## src/rtl/sat_pkg.sv

```systemverilog
package sat_pkg;

    typedef enum logic {
        ST_CLEAN     = 1'b0,
        ST_SATURATED = 1'b1
    } sticky_state_e;

    typedef struct packed {
        logic c;
        logic v;
        logic s;
        logic z;
    } cond_flags_t;

endpackage

```

## src/rtl/sat_arith.sv

```systemverilog
module sat_arith #(
    parameter int WIDTH = 32
) (
    input  logic             op_sub,
    input  logic [WIDTH-1:0] opnd_a,
    input  logic [WIDTH-1:0] opnd_b,
    output logic [WIDTH-1:0] raw,
    output logic             carry,
    output logic             ovf,
    output logic             true_neg
);
    localparam int MSB = WIDTH - 1;

    logic [WIDTH:0] ext_sum;
    logic [WIDTH:0] ext_diff;

    always_comb begin
        ext_sum  = {1'b0, opnd_a} + {1'b0, opnd_b};
        ext_diff = {1'b0, opnd_b} - {1'b0, opnd_a};
        if (op_sub) begin
            raw      = ext_diff[MSB:0];
            carry    = ext_diff[WIDTH];
            // b - a overflows only when the signs differ and the result
            // sign departs from the minuend's sign
            ovf      = (opnd_b[MSB] != opnd_a[MSB]) && (ext_diff[MSB] != opnd_b[MSB]);
            true_neg = opnd_b[MSB];
        end else begin
            raw      = ext_sum[MSB:0];
            carry    = ext_sum[WIDTH];
            ovf      = (opnd_a[MSB] == opnd_b[MSB]) && (ext_sum[MSB] != opnd_a[MSB]);
            true_neg = opnd_a[MSB];
        end
    end
endmodule

```

## src/rtl/sat_clamp.sv

```systemverilog
module sat_clamp
    import sat_pkg::*;
#(
    parameter int WIDTH = 32
) (
    input  logic [WIDTH-1:0] raw,
    input  logic             carry,
    input  logic             ovf,
    input  logic             true_neg,
    output logic [WIDTH-1:0] res,
    output cond_flags_t      flags
);
    localparam logic [WIDTH-1:0] POS_LIMIT = {1'b0, {(WIDTH-1){1'b1}}};
    localparam logic [WIDTH-1:0] NEG_LIMIT = {1'b1, {(WIDTH-1){1'b0}}};

    always_comb begin
        if (!ovf)          res = raw;
        else if (true_neg) res = NEG_LIMIT;
        else               res = POS_LIMIT;
        flags.c = carry;
        flags.v = ovf;
        flags.s = res[WIDTH-1];
        flags.z = (res == '0);
    end
endmodule

```

## src/rtl/sat_addsub_unit.sv

```systemverilog
module sat_addsub_unit
    import sat_pkg::*;
#(
    parameter int WIDTH = 32
) (
    input  logic             clk,
    input  logic             rst_n,
    input  logic             op_valid,
    input  logic             op_sub,
    input  logic [WIDTH-1:0] opnd_a,
    input  logic [WIDTH-1:0] opnd_b,
    input  logic             sat_clr,
    output logic [WIDTH-1:0] res_q,
    output logic             flag_c,
    output logic             flag_v,
    output logic             flag_s,
    output logic             flag_z,
    output logic             sat_sticky
);
    logic [WIDTH-1:0] raw_w;
    logic             carry_w;
    logic             ovf_w;
    logic             neg_w;
    logic [WIDTH-1:0] res_w;
    cond_flags_t      flags_w;
    cond_flags_t      flags_q;
    sticky_state_e    state_q;
    sticky_state_e    state_d;
    logic             sat_event;

    sat_arith #(.WIDTH(WIDTH)) u_arith (
        .op_sub   (op_sub),
        .opnd_a   (opnd_a),
        .opnd_b   (opnd_b),
        .raw      (raw_w),
        .carry    (carry_w),
        .ovf      (ovf_w),
        .true_neg (neg_w)
    );

    sat_clamp #(.WIDTH(WIDTH)) u_clamp (
        .raw      (raw_w),
        .carry    (carry_w),
        .ovf      (ovf_w),
        .true_neg (neg_w),
        .res      (res_w),
        .flags    (flags_w)
    );

    assign sat_event = op_valid && ovf_w;

    // sticky state register
    always_ff @(posedge clk or negedge rst_n) begin
        if (!rst_n) state_q <= ST_CLEAN;
        else        state_q <= state_d;
    end

    // next state: saturate beats clear
    always_comb begin
        state_d = state_q;
        unique case (state_q)
            ST_CLEAN: begin
                if (sat_event) state_d = ST_SATURATED;
            end
            ST_SATURATED: begin
                if (sat_clr && !sat_event) state_d = ST_CLEAN;
            end
            default: state_d = ST_CLEAN;
        endcase
    end

    // result and flag registers, gated by the strobe
    always_ff @(posedge clk or negedge rst_n) begin
        if (!rst_n) begin
            res_q   <= '0;
            flags_q <= '0;
        end else if (op_valid) begin
            res_q   <= res_w;
            flags_q <= flags_w;
        end
    end

    always_comb begin
        flag_c     = flags_q.c;
        flag_v     = flags_q.v;
        flag_s     = flags_q.s;
        flag_z     = flags_q.z;
        sat_sticky = (state_q == ST_SATURATED);
    end
endmodule

```

## config.mk

```make
export PLATFORM = sky130hd
export DESIGN_NAME = sat_addsub_unit
export DESIGN_NICKNAME = d
export VERILOG_FILES = /design/src/rtl/sat_pkg.sv /design/src/rtl/sat_arith.sv /design/src/rtl/sat_clamp.sv /design/src/rtl/sat_addsub_unit.sv
export SDC_FILE = /design/constraint.sdc
export NUM_CORES = 1
export LEC_CHECK = 0
export BUFFER_PORTS_ARGS = -buffer_cell sky130_fd_sc_hd__buf_4
export CAP_MARGIN = 20
export CELL_PAD_IN_SITES_DETAIL_PLACEMENT = 2
export CELL_PAD_IN_SITES_GLOBAL_PLACEMENT = 2
export CORE_MARGIN = 2
export CORE_UTILIZATION = 32
export DETAILED_ROUTE_END_ITERATION = 7
export PLACE_DENSITY = 0.81
export REMOVE_ABC_BUFFERS = 1
export SYNTH_ARGS = -nofsm -noshare
export SYNTH_HDL_FRONTEND = slang
export SYNTH_SLANG_ARGS = --single-unit
```

## constraint.sdc

```tcl
create_clock -name clk -period 1 [get_ports clk]
set_input_delay 0.1 -clock clk [delete_from_list [all_inputs] [get_ports clk]]
set_output_delay 0.1 -clock clk [all_outputs]
set_load 0.01 [all_outputs]
```

==> flow_summary.json, run 1 <==
{
  "yosys-top-cells-area": "dfrtp_1 (16%), ha_1 (14%), a21oi_1 (8.2%)",
  "die_width_um": 137.3,
  "lastStage": "detailed placement",
  "port_buffers": 105,
  "synth_area_um2": 5688,
  "start_util_pct": 32.77,
  "yosys.area_share.simple_pct": 22.75,
  "yosys.area.top_type": "dfrtp_1",
  "synth_compound_gate_area_share_pct": 34.93,
  "synth_ff_type": "dfrtp_1",
  "synth_xor_area_share_pct": 3.080,
  "core.rowCount": 48,
  "synth_mux_area_share_pct": 0.7259,
  "dp_hpwl_um": 30130,
  "ys_ff_latch": 36,
  "synth_top_family_by_area": "compound AO/OA/AOI/OAI gates",
  "synth_top_cell_area_share_pct": 15.84,
  "ys_types": 79,
  "ys_warn_count": 0,
  "yosysSeqAreaShare_pct": 15.84,
  "avgSynthCellArea_um2": 7.218,
  "io_pins": 106,
  "gp_congestion": 0.9507,
  "synth_edf_count": 0,
  "die_y_um": 137.3,
  "outcome": "stopped before the end",
  "first-error": "[ERROR DPL-0033] detailed placement checks failed during check placement.",
  "syn_inst": 788,
  "async_reset_ff_share_pct": 100.0,
  "synth-adder-area-share_pct": 14.78
}
[Yosys cell counts, drive strengths merged (18+ instances only)]
master  count
o21ai      47
clkbuf     30
xnor2      18
nor2       73
a21o       21
inv        69
a21oi      94
ha         64
nand3      22
nor3       22
dfrtp      36
nand2      43
[cells by family after synthesis]
family	count (synthesis)
AOI/OAI and AO/OA	294
xor gates and xnor gates	20
adders and majority gates	66
buffers and inverters	114
DFF	36
muxes	4
and+or+nand+nor	254
[per-stage QoR]
step	std cells	hold WS, ns	setup TNS, ns
floorplan	744	-0.1956	-81.99
global placement	1383	0.07820	-79.89
==> run 2: changes to the inputs <==
--- a/config.mk
+++ b/config.mk
@@ -7,12 +7,10 @@
 export LEC_CHECK = 0
 export BUFFER_PORTS_ARGS = -buffer_cell sky130_fd_sc_hd__buf_4
 export CAP_MARGIN = 20
-export CELL_PAD_IN_SITES_DETAIL_PLACEMENT = 2
-export CELL_PAD_IN_SITES_GLOBAL_PLACEMENT = 2
 export CORE_MARGIN = 2
-export CORE_UTILIZATION = 32
+export CORE_UTILIZATION = 40
 export DETAILED_ROUTE_END_ITERATION = 7
-export PLACE_DENSITY = 0.81
+export PLACE_DENSITY_LB_ADDON = 0.15
 export REMOVE_ABC_BUFFERS = 1
 export SYNTH_ARGS = -nofsm -noshare
 export SYNTH_HDL_FRONTEND = slang
==> run 2 against run 1 <==
Against the previous run: the flow now finishes, with violations (setup timing); synthesized cell count unchanged; synthesized area is the same.
==> flow_summary.json, run 2 <==
{
  "outcome": "finished, violations left",
  "violations": "setup timing",
  "reg2regPathDepth": 2,
  "hold_class": "in -> reg",
  "synth_area_um2": 5688,
  "firstDrtPassIters": 5,
  "globalRouteOverflowTotal": 0,
  "hold_viol_final": 0,
  "grt_antenna_before_repair": 0,
  "clock_sinks": 36,
  "viasPerCell": 5.968,
  "syn_inst": 788,
  "antenna_cells": 0,
  "mostFrequentLayoutCell": "buf_4",
  "drt-total-wl_um": 28610,
  "whs_path_depth": 2,
  "fin_hold_ws_ns": 0.01516,
  "gr-usage-all-layers_pct": 34.29,
  "area_growth_pct": 89.86,
  "fin_ws_ns": -2.156,
  "first_global_vias": 8062,
  "insertion_delay_ns": 0.28,
  "worstPathRequired_ns": 1.21,
  "worstSetupPathType": "in -> reg",
  "ys_ff_latch": 36,
  "drcViolationCount": 0,
  "irDropWorstVdd_mv": 0.7528,
  "setup_violations": 36,
  "largest_reg_flops": 32,
  "numCtsBuffers": 5,
  "min_period_ns": 3.156,
  "yosys.area.top_type": "dfrtp_1",
  "async_reset_ff_share_pct": 100.0,
  "die_width_um": 123.2,
  "yosysMostFrequentCell": "a21oi_1",
  "cp-start-kind": "input port",
  "core.rowCount": 43,
  "synth_top_cell_area_share_pct": 15.84,
  "final_cells": 1375,
  "core-area_um2": 13880,
  "tightest_slew_ns": 0.9392,
  "synth_commonest_cells": "a21oi_1 (93), nor2_1 (73), inv_1 (69)",
  "dp_hpwl_um": 19980,
  "path_max_fanout": 4,
  "vias": 8206,
  "avgSynthCellArea_um2": 7.218,
  "port_buffers": 105,
  "worstPathArrival_ns": 3.36,
  "timing.fmax_mhz": 316.9,
  "slew_viol_final": 0,
  "preCtsSetupSlack_ns": -2.732,
  "start_util_pct": 40.98,
  "fin_nets": 1329,
  "dieArea_um2": 15190,
  "powerDensity_nw_per_um2": 1060,
  "fin_skew_ns": 0,
  "ys_warn_count": 0,
  "io_pins": 106,
  "cts_tree": "built",
  "p_leak_uw": 0.004936,
  "max-slew-margin-rel_pct": 36.81,
  "grt_start_max_net_pins": 37,
  "dp_cells": 1324,
  "ant_nets": 0,
  "wl_per_cell_um": 20.81,
  "cts-root-buf": "clkbuf_16",
  "drv_cap": 0,
  "rsz0062_at_grt": "yes",
  "yosys-top-cells-area": "dfrtp_1 (16%), ha_1 (14%), a21oi_1 (8.2%)",
  "clock_path_buffers": 2,
  "drt_iter0_markers": 653,
  "grt_pass1_wl_um": 41070,
  "die_y_um": 123.2,
  "synth_edf_count": 0,
  "synth_ff_type": "dfrtp_1",
  "gp_congestion": 0.9563,
  "most-common-layout-cells": "buf_4 (393), nor2_1 (64), a21oi_1 (58)",
  "yosysSeqAreaShare_pct": 15.84,
  "cts.htree.levels": 2,
  "cp-end-kind": "register",
  "ys_types": 79,
  "finalCritPeriodShare_pct": 315.6,
  "setup_tns_ns": -60.64,
  "clkTransAtPathRegs_ns": 0.06,
  "largest-register": "res_q",
  "layout-drive-gt1-share_pct": 54.06
}
run 2: critical path, stage by stage:
cell,delay (ns)
buf_8,0.10
buf_4,0.13
ha_1,0.20
buf_4,0.15
nor2b_1,0.13
nor3_1,0.19
buf_4,0.22
a211oi_4,0.10
nor4_2,0.40
nor2_1,0.13
xnor2_1,0.18
or4b_4,0.52
nor4_4,0.27
a41oi_2,0.15
a2111o_1,0.31
o21ai_1,0.09
run 2: cell type report:
cell class / instances / area [um2]
multi-input cells: 638 / 5619
repair buffers: 443 / 3608
fillers: 960 / 3082
flip-flops and latches: 36 / 900.9
inverters: 70 / 277.8
well taps: 180 / 225.2
clock buffers: 5 / 125.1
clock inverters: 3 / 42.54
run 2: cell families after synthesis:
family                     Yosys count  share of synthesized area, %
AOI/OAI and AO/OA                  294                         34.93
and+or+nand+nor                    254                         22.75
buffers and inverters              114                         7.897
adders and majority gates           66                         14.78
DFF                                 36                         15.84
xor gates and xnor gates            20                         3.080
muxes                                4                        0.7259
run 2: through the flow:
| stage | power [uW] | area (um2) | util [%] |
|---|---|---|---|
| after global placement | 7603 | 8755 | 63.07 |
| after CTS | 10350 | 10040 | 72.32 |
| after detailed placement | 7736 | 8755 | 63.07 |
| final | 11450 | 10800 | 77.80 |
| after floorplan | 4447 | 5502 | - |
| after global routing | 11940 | 10800 | 77.80 |
run 2: what timing repair did:
item	in CTS	in global routing
pin swaps	72	73
hold endpoints to repair	36	0
hold buffers	1	0
endpoints found under the setup margin	36	36
setup buffers	23	22
cloned	1	2
gates resized for setup	206	119
run 2: worst paths after layout:
kind	from	endpoint	slack (ns)
hold reg to reg	res_q[7]$_DFFE_PN0P_	res_q[7]$_DFFE_PN0P_	0.51
min in group asynchronous	rst_n	flag_c$_DFFE_PN0P_	0.33
setup reg to reg	res_q[6]$_DFFE_PN0P_	res_q[6]$_DFFE_PN0P_	0.09
hold / removal	sat_clr	sat_sticky$_DFF_PN0_	0.02
max in group asynchronous	rst_n	res_q[17]$_DFFE_PN0P_	0.33
setup / recovery	opnd_b[4]	flag_z$_DFFE_PN0P_	-2.16
run 2: metal layers:
metal | routed length (um) | track usage [%] | part of all wire [%]
met1 | 11010 | 39.48 | 38
met2 | 14520 | 64.15 | 51
met3 | 1541 | 3.459 | 5.4
met4 | 1531 | 13.99 | 5.4
met5 | 0 | 0 | 0
run 2: power by group:
group / internal, uW / switching, uW
clock network: 1170 / 642
registers: 1750 / 257
logic: 3890 / 3740
(Power assumes the default switching activity.)
==> run 3: changes to the inputs <==
--- a/config.mk
+++ b/config.mk
@@ -7,6 +7,7 @@
 export LEC_CHECK = 0
 export BUFFER_PORTS_ARGS = -buffer_cell sky130_fd_sc_hd__buf_4
 export CAP_MARGIN = 20
+export CORE_ASPECT_RATIO = 2
 export CORE_MARGIN = 2
 export CORE_UTILIZATION = 40
 export DETAILED_ROUTE_END_ITERATION = 7
==> run 3 against run 2 <==
Against the previous run: largest power group unchanged; clock-buffer cell count grew 2; cell count grew 0.65%; sequential power shrank 2%; register-to-register slack gained 0.02 ns; the run still ends with setup timing left; setup slack gained 0.039 ns; flip-flop and latch count is the same.
==> flow_summary.json, run 3 (synthesis gave the netlist of run 2 again) <==
{
  "rsz0062_at_grt": "yes",
  "timing.fmax_mhz": 320.8,
  "min_period_ns": 3.117,
  "numCtsBuffers": 5,
  "reg2regPathDepth": 2,
  "largest_reg_flops": 32,
  "worst_r2r_endpoint": "res_q[5]$_DFFE_PN0P_",
  "clock_path_buffers": 2,
  "hold_class": "in -> reg",
  "worstReg2RegStart": "res_q[5]$_DFFE_PN0P_",
  "antenna_cells": 0,
  "hold_viol_final": 0,
  "switching_power_uw": 4553,
  "preCtsSetupSlack_ns": -2.687,
  "r2r_slack_ns": 0.11,
  "powerDensity_nw_per_um2": 1073,
  "fin_nets": 1329,
  "intPower_uw": 6459,
  "slew_viol_final": 0,
  "layout-drive-gt1-share_pct": 50.21,
  "violations": "setup timing",
  "ant_nets": 0,
  "cts.htree.levels": 2,
  "tightest_slew_ns": 0.6817,
  "grt_start_max_net_pins": 37,
  "first_global_vias": 8615,
  "worstSetupPathType": "in -> reg",
  "clkTransAtPathRegs_ns": 0.06,
  "finalCritPeriodShare_pct": 311.7,
  "dieArea_um2": 15250,
  "setup_tns_ns": -69.46,
  "grt_antenna_before_repair": 0,
  "swShare_pct": 41.35,
  "core-area_um2": 13890,
  "cp-start-kind": "input port",
  "vias": 8244,
  "insertion_delay_ns": 0.28,
  "die_y_um": 172.6,
  "path_max_fanout": 4,
  "viasPerCell": 5.957,
  "worstPathArrival_ns": 3.31,
  "cp-end-kind": "register",
  "wl_per_cell_um": 21.38,
  "gr-usage-all-layers_pct": 37.60,
  "outcome": "finished, violations left",
  "most-common-layout-cells": "buf_4 (413), a21oi_1 (63), inv_1 (60)",
  "drcViolationCount": 0,
  "p_clk_share_pct": 14.6,
  "area_growth_pct": 80.49,
  "max-slew-margin-rel_pct": 54.44,
  "setup_violations": 36,
  "drv_cap": 0,
  "dp_hpwl_um": 22530,
  "worstSetupEndpoint": "flag_z$_DFFE_PN0P_",
  "cts-root-buf": "clkbuf_16",
  "start_util_pct": 40.95,
  "io_pins": 106,
  "worstPathRequired_ns": 1.20,
  "crit_path_start": "opnd_a[4]",
  "seq_power_share_pct": 17.8,
  "grt_pass1_wl_um": 44210,
  "drt-total-wl_um": 29590,
  "irDropWorstVdd_mv": 0.8727,
  "p_leak_uw": 0.004844,
  "cts_tree": "built",
  "fin_util_pct": 73.91,
  "firstDrtPassIters": 5,
  "core.rowCount": 61,
  "drt_iter0_markers": 526,
  "largest-register": "res_q",
  "gp_congestion": 0.9891,
  "globalRouteOverflowTotal": 0,
  "mostFrequentLayoutCell": "buf_4",
  "clock_sinks": 36,
  "pwr-share-comb_pct": 67.6,
  "fill_cells": 1073,
  "port_buffers": 105,
  "fin_ws_ns": -2.117,
  "die_width_um": 88.32,
  "fin_skew_ns": 0
}
run 3: cell count changes in the layout (fill, tap and decap cells not counted), sizes merged:
cell | before | now
buf | 440 | 442
clkinv | 1 | 0
bufinv | 1 | 0
run 3: worst min path at each step:
stage,slack (ns),start,cells past startpoint,to
CTS,0.02,sat_clr,2,sat_sticky$_DFF_PN0_
global route,0.02,sat_clr,2,sat_sticky$_DFF_PN0_
detailed placement,0.08,rst_n,1,res_q[28]$_DFFE_PN0P_
floorplan,-0.20,rst_n,0,flag_c$_DFFE_PN0P_
global placement,0.07,rst_n,1,res_q[25]$_DFFE_PN0P_
finish,0.009,sat_clr,2,sat_sticky$_DFF_PN0_
run 3: stage by stage:
step / total power [uW] / cell area, um2 / hold WS (ns) / std cells
after floorplan: 4447 / 5502 / -0.1956 / 744
after global placement: 7862 / 8843 / 0.06831 / 1345
after detailed placement: 7961 / 8843 / 0.08145 / 1345
after CTS: 10410 / 9937 / 0.02075 / 1377
after global routing: 11500 / 10270 / 0.01580 / 1384
final: 11010 / 10270 / 0.009012 / 1384
run 3: routing by layer:
| layer | wire length (um) | up-vias | GRT usage (%) |
|---|---|---|---|
| li1 | - | 3718 | - |
| met1 | 8633 | 3955 | 31.36 |
| met2 | 16610 | 376 | 72.71 |
| met3 | 1243 | 195 | 5.203 |
| met4 | 3107 | 0 | 29.80 |
| met5 | 0 | - | 0 |
run 3: layout make-up:
cell class | count | area, um2 | share of cell area [%]
Clock inverter | 1 | 7.507 | 0.07313
Inverter | 70 | 270.3 | 2.633
Clock buffer | 7 | 142.6 | 1.389
Tap cell | 189 | 236.5 | 2.303
Timing Repair Buffer | 443 | 3490 | 33.99
Sequential cell | 36 | 900.9 | 8.775
Multi-Input combinational cell | 638 | 5219 | 50.83
run 3: repair_timing:
action	CTS	global route
gates cloned	2	0
hold endpoints to repair	36	0
hold buffers	1	0
endpoints found under the setup margin	36	36
pin swaps	78	26
resized for setup	173	61
setup buffers	22	9
run 3: worst max-delay path: stages:
cell,delay [ns]
buf_8,0.08
inv_4,0.03
ha_4,0.28
inv_4,0.04
a2111o_1,0.43
o21a_4,0.23
buf_6,0.11
buf_6,0.10
o211ai_1,0.16
buf_4,0.16
o211ai_1,0.09
buf_4,0.20
buf_6,0.13
or2_4,0.25
o211ai_4,0.24
buf_6,0.16
buf_4,0.10
a41oi_2,0.03
a2111o_1,0.31
o21ai_0,0.08
run 3: power by group through the flow:
stage	Clock, uW	Combinational, uW	Sequential, uW
after floorplan	0	2380	2060
after global placement	0	5910	1950
after detailed placement	0	6000	1960
after CTS	1580	6880	1950
after global routing	1670	7850	1980
final	1600	7440	1960
